$ cat src/rtl/cov_hist_pkg.sv
package cov_hist_pkg;
  localparam int unsigned SEL_W = 3;
  localparam int unsigned NBINS = 1 << SEL_W;

  typedef logic [SEL_W-1:0] bin_idx_t;
  typedef logic [NBINS-1:0] bin_mask_t;
endpackage

$ cat src/rtl/cov_bin_bank.sv
module cov_bin_bank #(
  parameter int unsigned CNT_W = 8,
  parameter int unsigned SEL_W = 3,
  localparam int unsigned NBINS = 1 << SEL_W
) (
  input  logic                        clk_i,
  input  logic                        rst_ni,
  input  logic                        clr_i,
  input  logic                        en_i,
  input  logic [SEL_W-1:0]            sel_i,
  output logic [NBINS-1:0][CNT_W-1:0] cnt_o,
  output logic [NBINS-1:0]            nz_o
);
  localparam logic [CNT_W-1:0] CNT_MAX = '1;

  for (genvar g = 0; g < NBINS; g++) begin : g_bin
    logic hit;
    assign hit = en_i && (sel_i == SEL_W'(g)) && (cnt_o[g] != CNT_MAX);

    always_ff @(posedge clk_i or negedge rst_ni) begin
      if (!rst_ni)      cnt_o[g] <= '0;
      else if (clr_i)   cnt_o[g] <= '0;
      else if (hit)     cnt_o[g] <= cnt_o[g] + 1'b1;
    end

    assign nz_o[g] = |cnt_o[g];
  end
endmodule

$ cat src/rtl/cov_rank_scan.sv
module cov_rank_scan #(
  parameter int unsigned CNT_W = 8,
  parameter int unsigned SEL_W = 3,
  localparam int unsigned NBINS = 1 << SEL_W
) (
  input  logic                        clk_i,
  input  logic                        rst_ni,
  input  logic                        clr_i,
  input  logic                        start_i,
  input  logic [NBINS-1:0][CNT_W-1:0] cnt_i,
  input  logic [NBINS-1:0]            nz_i,
  output logic                        valid_o,
  output logic [SEL_W-1:0]            idx_o,
  output logic                        done_o
);
  logic             busy_q;
  logic [NBINS-1:0] taken_q;
  logic [NBINS-1:0] cand;
  logic             found;
  logic [SEL_W-1:0] best_idx;
  logic [CNT_W-1:0] best_cnt;

  assign cand = nz_i & ~taken_q;

  // strict less-than keeps the lowest index among equal counts
  always_comb begin
    found    = 1'b0;
    best_idx = '0;
    best_cnt = '1;
    for (int i = 0; i < NBINS; i++) begin
      if (cand[i] && (!found || cnt_i[i] < best_cnt)) begin
        found    = 1'b1;
        best_idx = SEL_W'(i);
        best_cnt = cnt_i[i];
      end
    end
  end

  always_ff @(posedge clk_i or negedge rst_ni) begin
    if (!rst_ni) begin
      busy_q  <= 1'b0;
      taken_q <= '0;
      valid_o <= 1'b0;
      idx_o   <= '0;
      done_o  <= 1'b0;
    end else if (clr_i) begin
      busy_q  <= 1'b0;
      taken_q <= '0;
      valid_o <= 1'b0;
      done_o  <= 1'b0;
    end else if (start_i) begin
      busy_q  <= 1'b1;
      taken_q <= '0;
      valid_o <= 1'b0;
      done_o  <= 1'b0;
    end else if (busy_q) begin
      if (found) begin
        valid_o           <= 1'b1;
        idx_o             <= best_idx;
        taken_q[best_idx] <= 1'b1;
      end else begin
        valid_o <= 1'b0;
        busy_q  <= 1'b0;
        done_o  <= 1'b1;
      end
    end else begin
      valid_o <= 1'b0;
    end
  end
endmodule

$ cat src/rtl/minterm_cov_hist.sv
module minterm_cov_hist
  import cov_hist_pkg::*;
#(
  parameter int unsigned CNT_W = 8
) (
  input  logic             clk_i,
  input  logic             rst_ni,
  input  logic             clr_i,
  input  logic             en_i,
  input  logic             a_i,
  input  logic             b_i,
  input  logic             c_i,
  input  logic [2:0]       rd_addr_i,
  output logic [CNT_W-1:0] rd_data_o,
  output logic [7:0]       unused_o,
  input  logic             rank_start_i,
  output logic             rank_valid_o,
  output logic [2:0]       rank_idx_o,
  output logic             rank_done_o
);
  logic [NBINS-1:0][CNT_W-1:0] cnt_flat;
  bin_mask_t                   nz_mask;
  bin_idx_t                    sel;

  assign sel = {c_i, b_i, a_i};

  cov_bin_bank #(.CNT_W(CNT_W), .SEL_W(SEL_W)) u_bank (
    .clk_i  (clk_i),
    .rst_ni (rst_ni),
    .clr_i  (clr_i),
    .en_i   (en_i),
    .sel_i  (sel),
    .cnt_o  (cnt_flat),
    .nz_o   (nz_mask)
  );

  cov_rank_scan #(.CNT_W(CNT_W), .SEL_W(SEL_W)) u_rank (
    .clk_i   (clk_i),
    .rst_ni  (rst_ni),
    .clr_i   (clr_i),
    .start_i (rank_start_i),
    .cnt_i   (cnt_flat),
    .nz_i    (nz_mask),
    .valid_o (rank_valid_o),
    .idx_o   (rank_idx_o),
    .done_o  (rank_done_o)
  );

  always_ff @(posedge clk_i or negedge rst_ni) begin
    if (!rst_ni) rd_data_o <= '0;
    else         rd_data_o <= cnt_flat[rd_addr_i];
  end

  assign unused_o = ~nz_mask;
endmodule

$ cat config.mk
export PLATFORM = sky130hd
export DESIGN_NAME = minterm_cov_hist
export DESIGN_NICKNAME = d
export VERILOG_FILES = /design/src/rtl/cov_hist_pkg.sv /design/src/rtl/cov_bin_bank.sv /design/src/rtl/cov_rank_scan.sv /design/src/rtl/minterm_cov_hist.sv
export SDC_FILE = /design/constraint.sdc
export NUM_CORES = 1
export LEC_CHECK = 0
export BUFFER_PORTS_ARGS = -buffer_cell sky130_fd_sc_hd__buf_4
export CORE_UTILIZATION = 50
export CTS_BUF_LIST = sky130_fd_sc_hd__clkbuf_16
export CTS_CLUSTER_SIZE = 25
export DETAILED_ROUTE_END_ITERATION = 10
export PLACE_DENSITY = 0.79
export SETUP_SLACK_MARGIN = 0.05
export SYNTH_ARGS = -nofsm -noshare
export SYNTH_HDL_FRONTEND = slang
export SYNTH_HIERARCHICAL = 1
export SYNTH_SLANG_ARGS = --single-unit
$ cat constraint.sdc
create_clock -name clk_i -period 15.1 [get_ports clk_i]
set_clock_uncertainty 0.05 [all_clocks]
set_input_delay 1.51 -clock clk_i [delete_from_list [all_inputs] [get_ports clk_i]]
set_output_delay 1.51 -clock clk_i [all_outputs]
set_load 0.005 [all_outputs]
# After elaboration in Yosys (flattened, before gate mapping)

Cells that the tools add are included.
Widths: inputs -> output; s select.

Flip-flop bits (word level): 86
Bits in latches: 0
RAM bits: 0
Memory bits (read-only): 0
Input bits: 11
Output and inout port bits: 21
Word-level logic and storage cells: 170
Memories: 0

Add/subtract/negate cells: 8
$mul: 0
Div/mod/pow operators: 0
Order comparisons: 10
Equal/unequal tests: 16
Shift operators: 0
Multiplexer cells: 56
Bitwise operators: 6
Reduce and logical (&&, ||, !) cells: 60

Operator list:

| kind                | number |
|---|---|
| $mux 8              | 28 |
| $add 8x1->8 const B | 8 |
| $ne 8x8->1 const B  | 8 |
| $reduce_or 8->1     | 8 |
| $lt 8x8->1          | 7 |
| $bmux 8 s3          | 1 |
| $logic_and 1x1->1   | 24 |
| $mux 1              | 20 |
| $not 8->8           | 2 |
| $reduce_bool 2->1   | 8 |
| $eq 3x3->1 const B  | 4 |
| $mux 3              | 4 |
| $and 8x8->8         | 1 |
| $lt 3x4->1 const B  | 2 |
| $or 8x8->8          | 1 |
| $logic_not 1->1     | 7 |
| $logic_or 1x1->1    | 7 |
| $eq 3x2->1 const B  | 2 |
| $reduce_bool 3->1   | 2 |
| $mux 2              | 2 |
| $reduce_and 2->1    | 2 |
| $reduce_and 4->1    | 1 |
| $demux 1 s3         | 1 |
| $eq 3x1->1 const B  | 1 |
| other kinds (4)     | 5 |

# Depth between registers and ports, before layout

Gate-level depths: netlist of run 1.

Word-level depth: 40
Depth in mapped cells: 82
Depth with buffers taken out: 76

# By module

Netlist of run 1, hierarchy kept.

Modules (own cells, without submodules):

| module           | times used | cells each | area each (sq um) | sequential area each (sq um) |
|---|---|---|---|---|
| cov_bin_bank     | 1          | 394        | 3753.6            | 1601.5 |
| cov_rank_scan    | 1          | 412        | 3146.8            | 350.3 |
| minterm_cov_hist | 1          | 45         | 780.7             | 200.2 |

# Worst setup path before layout of run 1

Ideal clock, no wire load.

Path type: register to register
Start: register u_bank/cnt_o[0] in the netlist's numbering
End: register u_rank.taken_q[4]
Setup time: 0.122 ns
Arrival: 14.805 ns
Data required time: 14.928 ns
Path slack: 0.123 ns
Cell stages (with the launch flop): 77
Path buffers: 6
Clock period less this slack: 14.977 ns
Cell sequence: dfrtp_1 > inv_1 > ha_1 > nor4b_1 > nand2_1 > nand2b_1 > buf_2 > nor2_1 > ha_1 > a41o_1 > a31oi_1 > o311a_4 > nor2_4 > buf_1 > a21oi_1 > inv_1 > ha_1 > nand2_1 > (+41 left out) > ha_1 > a21oi_1 > nor2b_1 > o21ai_0 > nand2_1 > a211o_1 > a211oi_1 > a31oi_4 > mux2_2 > ha_1 > a21o_1 > a211o_1 > a2111oi_0 > nor2b_1 > o211a_1 > or2_2 > a31oi_2 > a32o_1

Word-level cells in the longest chain between the ends: 40
Elaborated cells on any way between the ends: 64
Classes of those cells: order compare: 9; mux: 28; bitwise: 2; reduce/logical: 25

Ends and longest elaborated chain:

| what                                                 | line                   | text |
|---|---|---|
| from (decl)                                          | cov_bin_bank.sv:11     | `output logic [NBINS-1:0][CNT_W-1:0] cnt_o,` |
| from (signal, indexed assignment)                    | cov_bin_bank.sv:23     | `else if (hit) cnt_o[g] <= cnt_o[g] + 1'b1;` |
| $reduce_or 8->1 *                                    | cov_bin_bank.sv:26     | `assign nz_o[g] = \|cnt_o[g];` |
| named net nz_mask[0]                                 | minterm_cov_hist.sv:22 | `bin_mask_t nz_mask;` |
| $and 8x8->8 *                                        | cov_rank_scan.sv:23    | `assign cand = nz_i & ~taken_q;` |
| $mux 8 / $mux 1 (equally long branches)              | cov_rank_scan.sv:31    | `if (cand[i] && (!found \|\| cnt_i[i] < best_cnt)) begin` |
| $lt 8x8->1 / $logic_not 1->1 (equally long branches) | cov_rank_scan.sv:31    |  |
| $logic_or 1x1->1                                     | cov_rank_scan.sv:31    |  |
| $logic_and 1x1->1                                    | cov_rank_scan.sv:31    |  |
| $mux 8 / $mux 1 (equally long branches)              | cov_rank_scan.sv:31    |  |
| (+25 left out)                                       | -                      |  |
| $logic_and 1x1->1 (implied by the code)              | cov_rank_scan.sv:60    | `taken_q[best_idx] <= 1'b1;` |
| $mux 1 (implied by the code)                         | cov_rank_scan.sv:60    |  |
| $demux 1 s3                                          | -                      |  |
| $or 8x8->8 (no line)                                 | -                      |  |
| $mux 8                                               | cov_rank_scan.sv:57    | `if (found) begin` |
| $mux 8                                               | cov_rank_scan.sv:56    | `end else if (busy_q) begin` |
| $mux 8                                               | cov_rank_scan.sv:51    | `end else if (start_i) begin` |
| $mux 8                                               | cov_rank_scan.sv:46    | `end else if (clr_i) begin` |
| to (signal assigned)                                 | cov_rank_scan.sv:48    | `taken_q <= '0;` |
| to (signal assigned)                                 | cov_rank_scan.sv:53    | `taken_q <= '0;` |
| to (signal, indexed assignment)                      | cov_rank_scan.sv:60    |  |
| to (decl)                                            | cov_rank_scan.sv:17    | `logic [NBINS-1:0] taken_q;` |

Mark *: on every way through the listed nets, which the timed path passes. The rest lies on a longest branch. The select of a mux whose other input is x is not followed.
A chain may end at the register's enable or synchronous reset.

# Worst setup path in the final report of run 1

Start: register u_bank/cnt_o[0] in the netlist's numbering
End: register u_rank.taken_q[2]

Same word-level chain as after synthesis.

==> reports/metrics.cfg, run 1 <==
[yosys]
ys_ff_latch = 86
avgSynthCellArea_um2 = 9.03
synthCells = 851
ys_warn_count = 6
synth-edff-count = 0
synth_flop_cell = dfrtp_1
synthesis.area_mm2 = 0.00768
synth_fp_nets = 917
yosysSeqAreaShare_pct = 28.0
synth-async-reset-ratio_pct = 100
ys_types = 90

[finish]
final_cell_mix = nor2_1 (93), dfrtp_1 (86), buf_4 (77)
n_antenna_cell = 0
area_growth_pct = 15.6
layout.nets = 983
drive_above_1_share_pct = 18.9
nFillCells = 1269
layout_commonest_cell = nor2_1

[timing]
setup_ws_ps = 458
relSlewSlack_pct = 27.4
setup_violations = 0
post-route-period-util_pct = 97.0
holdWs_ps = 448
max_freq_mhz = 68.3
min_period_ps = 14640
final_hold_viol_count = 0
setup_tns_ps = 0
slew_violations = 0
tightest_slew_ps = 1090

[drt]
drt_wl_total_um = 22900
routedWlPerCell_um = 20.7
via_per_inst = 6.44
dr.max_layer_used = met4
drtAntennaViolNets = 0
met3_length_um = 1960
route.met2.wl_um = 10600
drt-met1-wl_um = 9400
drcViolationCount = 0
drt_pass1_iterations = 5
drt-initial-drc-count = 666
vias = 7112

[min_path]
min_delay_worst_endpoint = u_rank/taken_q[5]$_DFFE_PN0P_
min_from = u_rank/taken_q[5]$_DFFE_PN0P_
holdCritPathClass = reg2reg
holdPathStages = 1

[clock_tree]
clkSlewWorstSetupHoldPaths_ps = 70
clockBufferDepth = 2
cts-htree-levels = 3
cts_made_buffers = 9
cts_tree = yes
cts.sink_count = 86
clockRootBuffer = clkbuf_16
clock_latency_ps = 360

[power]
pwr_density_cell_mw_per_mm2 = 71.9
irDropWorstVdd_uv = 71.0
p_leak_nw = 4.22

[worst_setup_path]
crit_start = u_bank/cnt_o[0]$_DFFE_PN0P_
crit_path_end_kind = flop
crit_type = reg2reg
crit_buf_inv = 8
r2r-start = u_bank/cnt_o[0]$_DFFE_PN0P_
crit_fanout = 8
required_ps = 15300
cp.arrival_ps = 14840
crit_top_cell = ha_1
cp_top_family = compound AO/OA/AOI/OAI gates
regToRegEndpoint = u_rank/taken_q[2]$_DFFE_PN0P_
reg2reg_slack_ps = 460
reg2reg_depth = 72
max_stage_delay_ps = 410
crit_path_start_kind = flop
cpMaxStageDelayCell = o21ai_0

[placed_design]
place_hpwl_um = 16300
port_buffers = 31
gp_congestion = 0.981
place_ws_ps = -194

[job]
cap_viol_max_count = 0

[floorplan]
die_w_um = 126
die_area_mm2 = 0.0159
initial_core_util_pct = 52.1
fp.dieH_um = 126
core_area_mm2 = 0.0148
rows = 44
ios = 32

[grt]
grt_use_total_pct = 28.6
grt_max_degree = 87
antenna_found_initial = 0
grt_pass1_vias = 6547
grt_pass1_wl_um = 35100
overflow = 0

[outcome]
status = completed

==> routing by layer <==
metal	up-vias	global-route usage (%)
met5	-	0
met1	3416	36.7
met3	72	7.94
met4	0	12.8
li1	3295	-
met2	329	44.8
==> layout make-up <==
class / instances / area, um^2 / area share (%)
Timing Repair Buffer: 78 / 589 / 6.64
Tap cell: 184 / 230 / 2.59
Clock inverter: 6 / 85.1 / 0.958
Sequential cell: 86 / 2150 / 24.2
Clock buffer: 9 / 225 / 2.54
Inverter: 66 / 248 / 2.79
Multi-Input combinational cell: 676 / 5350 / 60.3
==> kinds of logic (layout without fill, tap and decap cells) <==
| logic type | Yosys count | count (layout) | synth area share (%) |
|---|---|---|---|
| simple gates | 318 | 320 | 22.2 |
| buf+inv | 92 | 159 | 5.02 |
| compound gates | 190 | 191 | 18.4 |
| mux | 62 | 62 | 11.9 |
| fa+ha+maj | 59 | 59 | 9.48 |
| flops | 86 | 86 | 28.0 |
| xor+xnor | 44 | 44 | 5.02 |
==> what timing repair did <==
action	CTS	global route
endpoints found under the setup margin	11	11
setup buffers	5	15
resized for setup	4	42
gates cloned	0	4
hold buffers	0	0
pin swaps	2	12
==> sequential cells by signal (all words and copies together) (netlist names) <==
name and flops:
u_rank/valid_o 1, rd_data_o 8, u_bank/cnt_o 64, u_rank/busy_q 1
u_rank/idx_o 3, u_rank/done_o 1, u_rank/taken_q 8
==> how the worst max path moves through the flow <==
stage	to	cells after the start
2_1_floorplan	u_rank/taken_q[4]$_DFFE_PN0P_	76
3_3_place_gp	u_rank/taken_q[5]$_DFFE_PN0P_	72
3_5_place_dp	u_rank/taken_q[4]$_DFFE_PN0P_	73
4_1_cts	u_rank/taken_q[5]$_DFFE_PN0P_	73
5_1_grt	u_rank/taken_q[1]$_DFFE_PN0P_	74
6_report	u_rank/taken_q[2]$_DFFE_PN0P_	72
==> cell usage after synthesis (7+ instances only) <==
| master | number | share of area [%] |
|---|---|---|
| mux2i_1 | 21 | 2.7 |
| nor2b_1 | 15 | 1.2 |
| clkbuf_1 | 14 | 0.68 |
| dfrtp_1 | 86 | 28 |
| a211oi_1 | 11 | 1.1 |
| xnor2_1 | 14 | 1.6 |
| a21o_1 | 11 | 1.1 |
| o2111ai_1 | 8 | 0.91 |
| and3_1 | 17 | 1.4 |
| mux2_2 | 22 | 3.2 |
| nand3_1 | 22 | 1.4 |
| nand2_1 | 57 | 2.8 |
| nand2b_1 | 8 | 0.65 |
| xor2_1 | 30 | 3.4 |
| o21ai_0 | 30 | 2.0 |
| nand4_1 | 19 | 1.5 |
| mux4_1 | 15 | 5.1 |
| and2_1 | 11 | 0.90 |
| nor3_1 | 20 | 1.3 |
| nor2_1 | 95 | 4.6 |
| or3_1 | 10 | 0.81 |
| ha_1 | 55 | 9.0 |
| a32o_1 | 7 | 0.91 |
| a21oi_1 | 32 | 2.1 |
| o211ai_1 | 19 | 1.9 |
| inv_1 | 66 | 3.2 |
==> stage by stage <==
| step | instance area [um^2] | total power, mW | std cells | utilization [%] |
|---|---|---|---|---|
| floorplan | 7680 | 0.333 | 851 | - |
| global placement | 8200 | 0.376 | 1066 | 55.6 |
| detailed placement | 8200 | 0.379 | 1066 | 55.6 |
| CTS | 8560 | 0.621 | 1086 | 58.0 |
| global route | 8880 | 0.664 | 1105 | 60.2 |
| finish | 8880 | 0.638 | 1105 | 60.2 |
==> power by group <==
part | internal, mW | total, mW | switching [mW]
Clock | 0.144 | 0.242 | 0.0981
Sequential | 0.236 | 0.241 | 0.00532
Combinational | 0.0678 | 0.155 | 0.0872
Note: power is estimated with default switching activity, not from simulation.
==> inputs of run 2 (changes only) <==
- CTS_BUF_LIST: sky130_fd_sc_hd__clkbuf_16 -> not set
==> run 2 against run 1 <==
Global-route usage about the same. Die area unchanged. Sequential power about the same. Critical path depth unchanged. Combinational power about the same. Critical endpoint unchanged.
==> reports/metrics.cfg, run 2 (synthesis results as in run 1) <==
[outcome]
status = completed

[worst_setup_path]
reg2reg_depth = 72  ; unchanged
r2r-start = u_bank/cnt_o[0]$_DFFE_PN0P_
regToRegEndpoint = u_rank/taken_q[2]$_DFFE_PN0P_
crit_type = reg2reg
cp_top_family = compound AO/OA/AOI/OAI gates
crit_fanout = 8  ; unchanged
reg2reg_slack_ps = 430  ; -20 ps
cp.arrival_ps = 14870  ; +30 ps
crit_top_cell = ha_1
cpMaxStageDelayCell = o21ai_0
crit_path_start_kind = flop
required_ps = 15300  ; about the same
crit_buf_inv = 8  ; unchanged
max_stage_delay_ps = 410  ; about the same
crit_path_end_kind = flop

[min_path]
min_from = u_rank/taken_q[5]$_DFFE_PN0P_
min_delay_worst_endpoint = u_rank/taken_q[5]$_DFFE_PN0P_
holdCritPathClass = reg2reg
holdPathStages = 1  ; unchanged

[finish]
area_growth_pct = 15.8
fin_cells = 1105  ; unchanged
final_cell_mix = nor2_1 (93), dfrtp_1 (86), buf_4 (77)
layout.nets = 983  ; unchanged
largest_reg_flops = 64  ; unchanged
n_antenna_cell = 0  ; unchanged
top_regs = u_bank/cnt_o (64), rd_data_o (8), u_rank/taken_q (8)
multi_input_area_mm2 = 0.00535  ; unchanged
drive_above_1_share_pct = 19.0  ; +0.11 points
regMostFlops = u_bank/cnt_o
nFillCells = 1270  ; +0.079%
final-seq-area_mm2 = 0.00215  ; unchanged
layout_commonest_cell = nor2_1

[drt]
drt_pass1_iterations = 5  ; unchanged
drt-initial-drc-count = 739  ; +11%
vias = 7169  ; +0.80%
via_per_inst = 6.49  ; +0.80%
drt_wl_total_um = 23000  ; +0.47%
routedWlPerCell_um = 20.8  ; +0.47%
drcViolationCount = 0  ; unchanged
drtAntennaViolNets = 0  ; unchanged

[power]
p_leak_nw = 4.22  ; about the same
irDropWorstVdd_uv = 71.0  ; about the same
p_total_mw = 0.645  ; +1.1%
pwr_density_cell_mw_per_mm2 = 72.6  ; +0.97%

[clock_tree]
clock_latency_ps = 370  ; about the same
clkSlewWorstSetupHoldPaths_ps = 70  ; about the same
cts_made_buffers = 9  ; unchanged
cts-htree-levels = 3  ; unchanged
cts_tree = yes
clockRootBuffer = clkbuf_16
clockBufferDepth = 2  ; unchanged
cts.sink_count = 86  ; unchanged

[grt]
grt_pass1_wl_um = 35100  ; about the same
grt_pass1_vias = 6550  ; +0.046%
grt_use_total_pct = 28.6  ; about the same
overflow = 0  ; unchanged
grt_max_degree = 87  ; unchanged
antenna_found_initial = 0  ; unchanged

[placed_design]
dp.cells = 1066  ; unchanged
port_buffers = 31  ; unchanged
place_hpwl_um = 16300  ; unchanged
gp_congestion = 0.981  ; unchanged

[timing]
holdWs_ps = 448  ; +0.00500 ps
min_period_ps = 14670  ; +23.4 ps
setup_tns_ps = 0  ; unchanged
max_freq_mhz = 68.2  ; -0.16%
tightest_slew_ps = 1090  ; +0.809 ps
post-route-period-util_pct = 97.1  ; +0.16 points
setup_violations = 0  ; unchanged
relSlewSlack_pct = 27.3  ; -0.054 points
final_hold_viol_count = 0  ; unchanged
slew_violations = 0  ; unchanged

[floorplan]
rows = 44  ; unchanged
ios = 32  ; unchanged
die_w_um = 126  ; unchanged
die_area_mm2 = 0.0159  ; unchanged
core_area_mm2 = 0.0148  ; unchanged
initial_core_util_pct = 52.1  ; unchanged
fp.dieH_um = 126  ; unchanged

[job]
cap_viol_max_count = 0  ; unchanged

## run 2: changes by cell type in the layout (fill, tap and decap cells not counted), sizes merged
cell / previous run / this run
clkbuf: 9 / 11
clkinv: 1 / 0
inv: 69 / 68
## run 2: area by class of cell
type	instances	area share, %
inverter	66	2.79
tap	184	2.59
clock buffer	11	2.73
sequential	86	24.2
clock inverter	4	0.873
multi-input combinational	676	60.2
timing repair buffer	78	6.63
## run 2: power breakdown
group,internal [mW],switching (mW)
clock network,0.150,0.0991
registers,0.236,0.00530
logic,0.0678,0.0873
## run 2: timing repair
item / CTS / global route
gates cloned: 0 / 4
setup buffers: 5 / 15
pin swaps: 2 / 12
hold buffers: 0 / 0
resized for setup: 4 / 42
setup endpoints to repair: 11 / 11
## run 2: worst register-to-register path, delay by kind of cell (launching register included)
kind                     cells  cell delay (ps)
AO/OA/AOI/OAI               35             7020
adder cells (fa/ha/maj)      8             2270
buffers and inverters        8              900
flip-flops                   1              380
multiplexers                 4             1210
AND/OR/NAND/NOR             17             2720
## run 2: metal layers
layer  up-vias  wire length [um]  GRT usage (%)  part of all wire, %
met1      3456              9540           36.7                   42
met5         -                 0              0                    0
met2       336             10700           44.8                   46
met3        77              1850           7.94                  8.0
met4         0               928           12.8                  4.0
li1       3300                 -              -                    -
## run 2: worst max path at each step
stage,startpoint,to,slack [ps],cells after the start
finish,u_bank/cnt_o[0]$_DFFE_PN0P_,u_rank/taken_q[2]$_DFFE_PN0P_,430,72
global placement,u_bank/cnt_o[0]$_DFFE_PN0P_,u_rank/taken_q[5]$_DFFE_PN0P_,130,72
detailed placement,u_bank/cnt_o[0]$_DFFE_PN0P_,u_rank/taken_q[4]$_DFFE_PN0P_,-190,73
global route,u_bank/cnt_o[0]$_DFFE_PN0P_,u_rank/taken_q[1]$_DFFE_PN0P_,-170,74
floorplan,u_bank/cnt_o[0]$_DFFE_PN0P_,u_rank/taken_q[4]$_DFFE_PN0P_,120,76
CTS,u_bank/cnt_o[0]$_DFFE_PN0P_,u_rank/taken_q[5]$_DFFE_PN0P_,150,73
## run 2: metrics by stage
| step | utilization (%) | setup slack [ps] | area (um^2) |
|---|---|---|---|
| after global placement | 55.6 | 127 | 8200 |
| after detailed placement | 55.6 | -194 | 8200 |
| after global routing | 60.3 | -170 | 8890 |
| final | 60.3 | 435 | 8890 |
| after CTS | 58.1 | 146 | 8570 |
| after floorplan | - | 123 | 7680 |
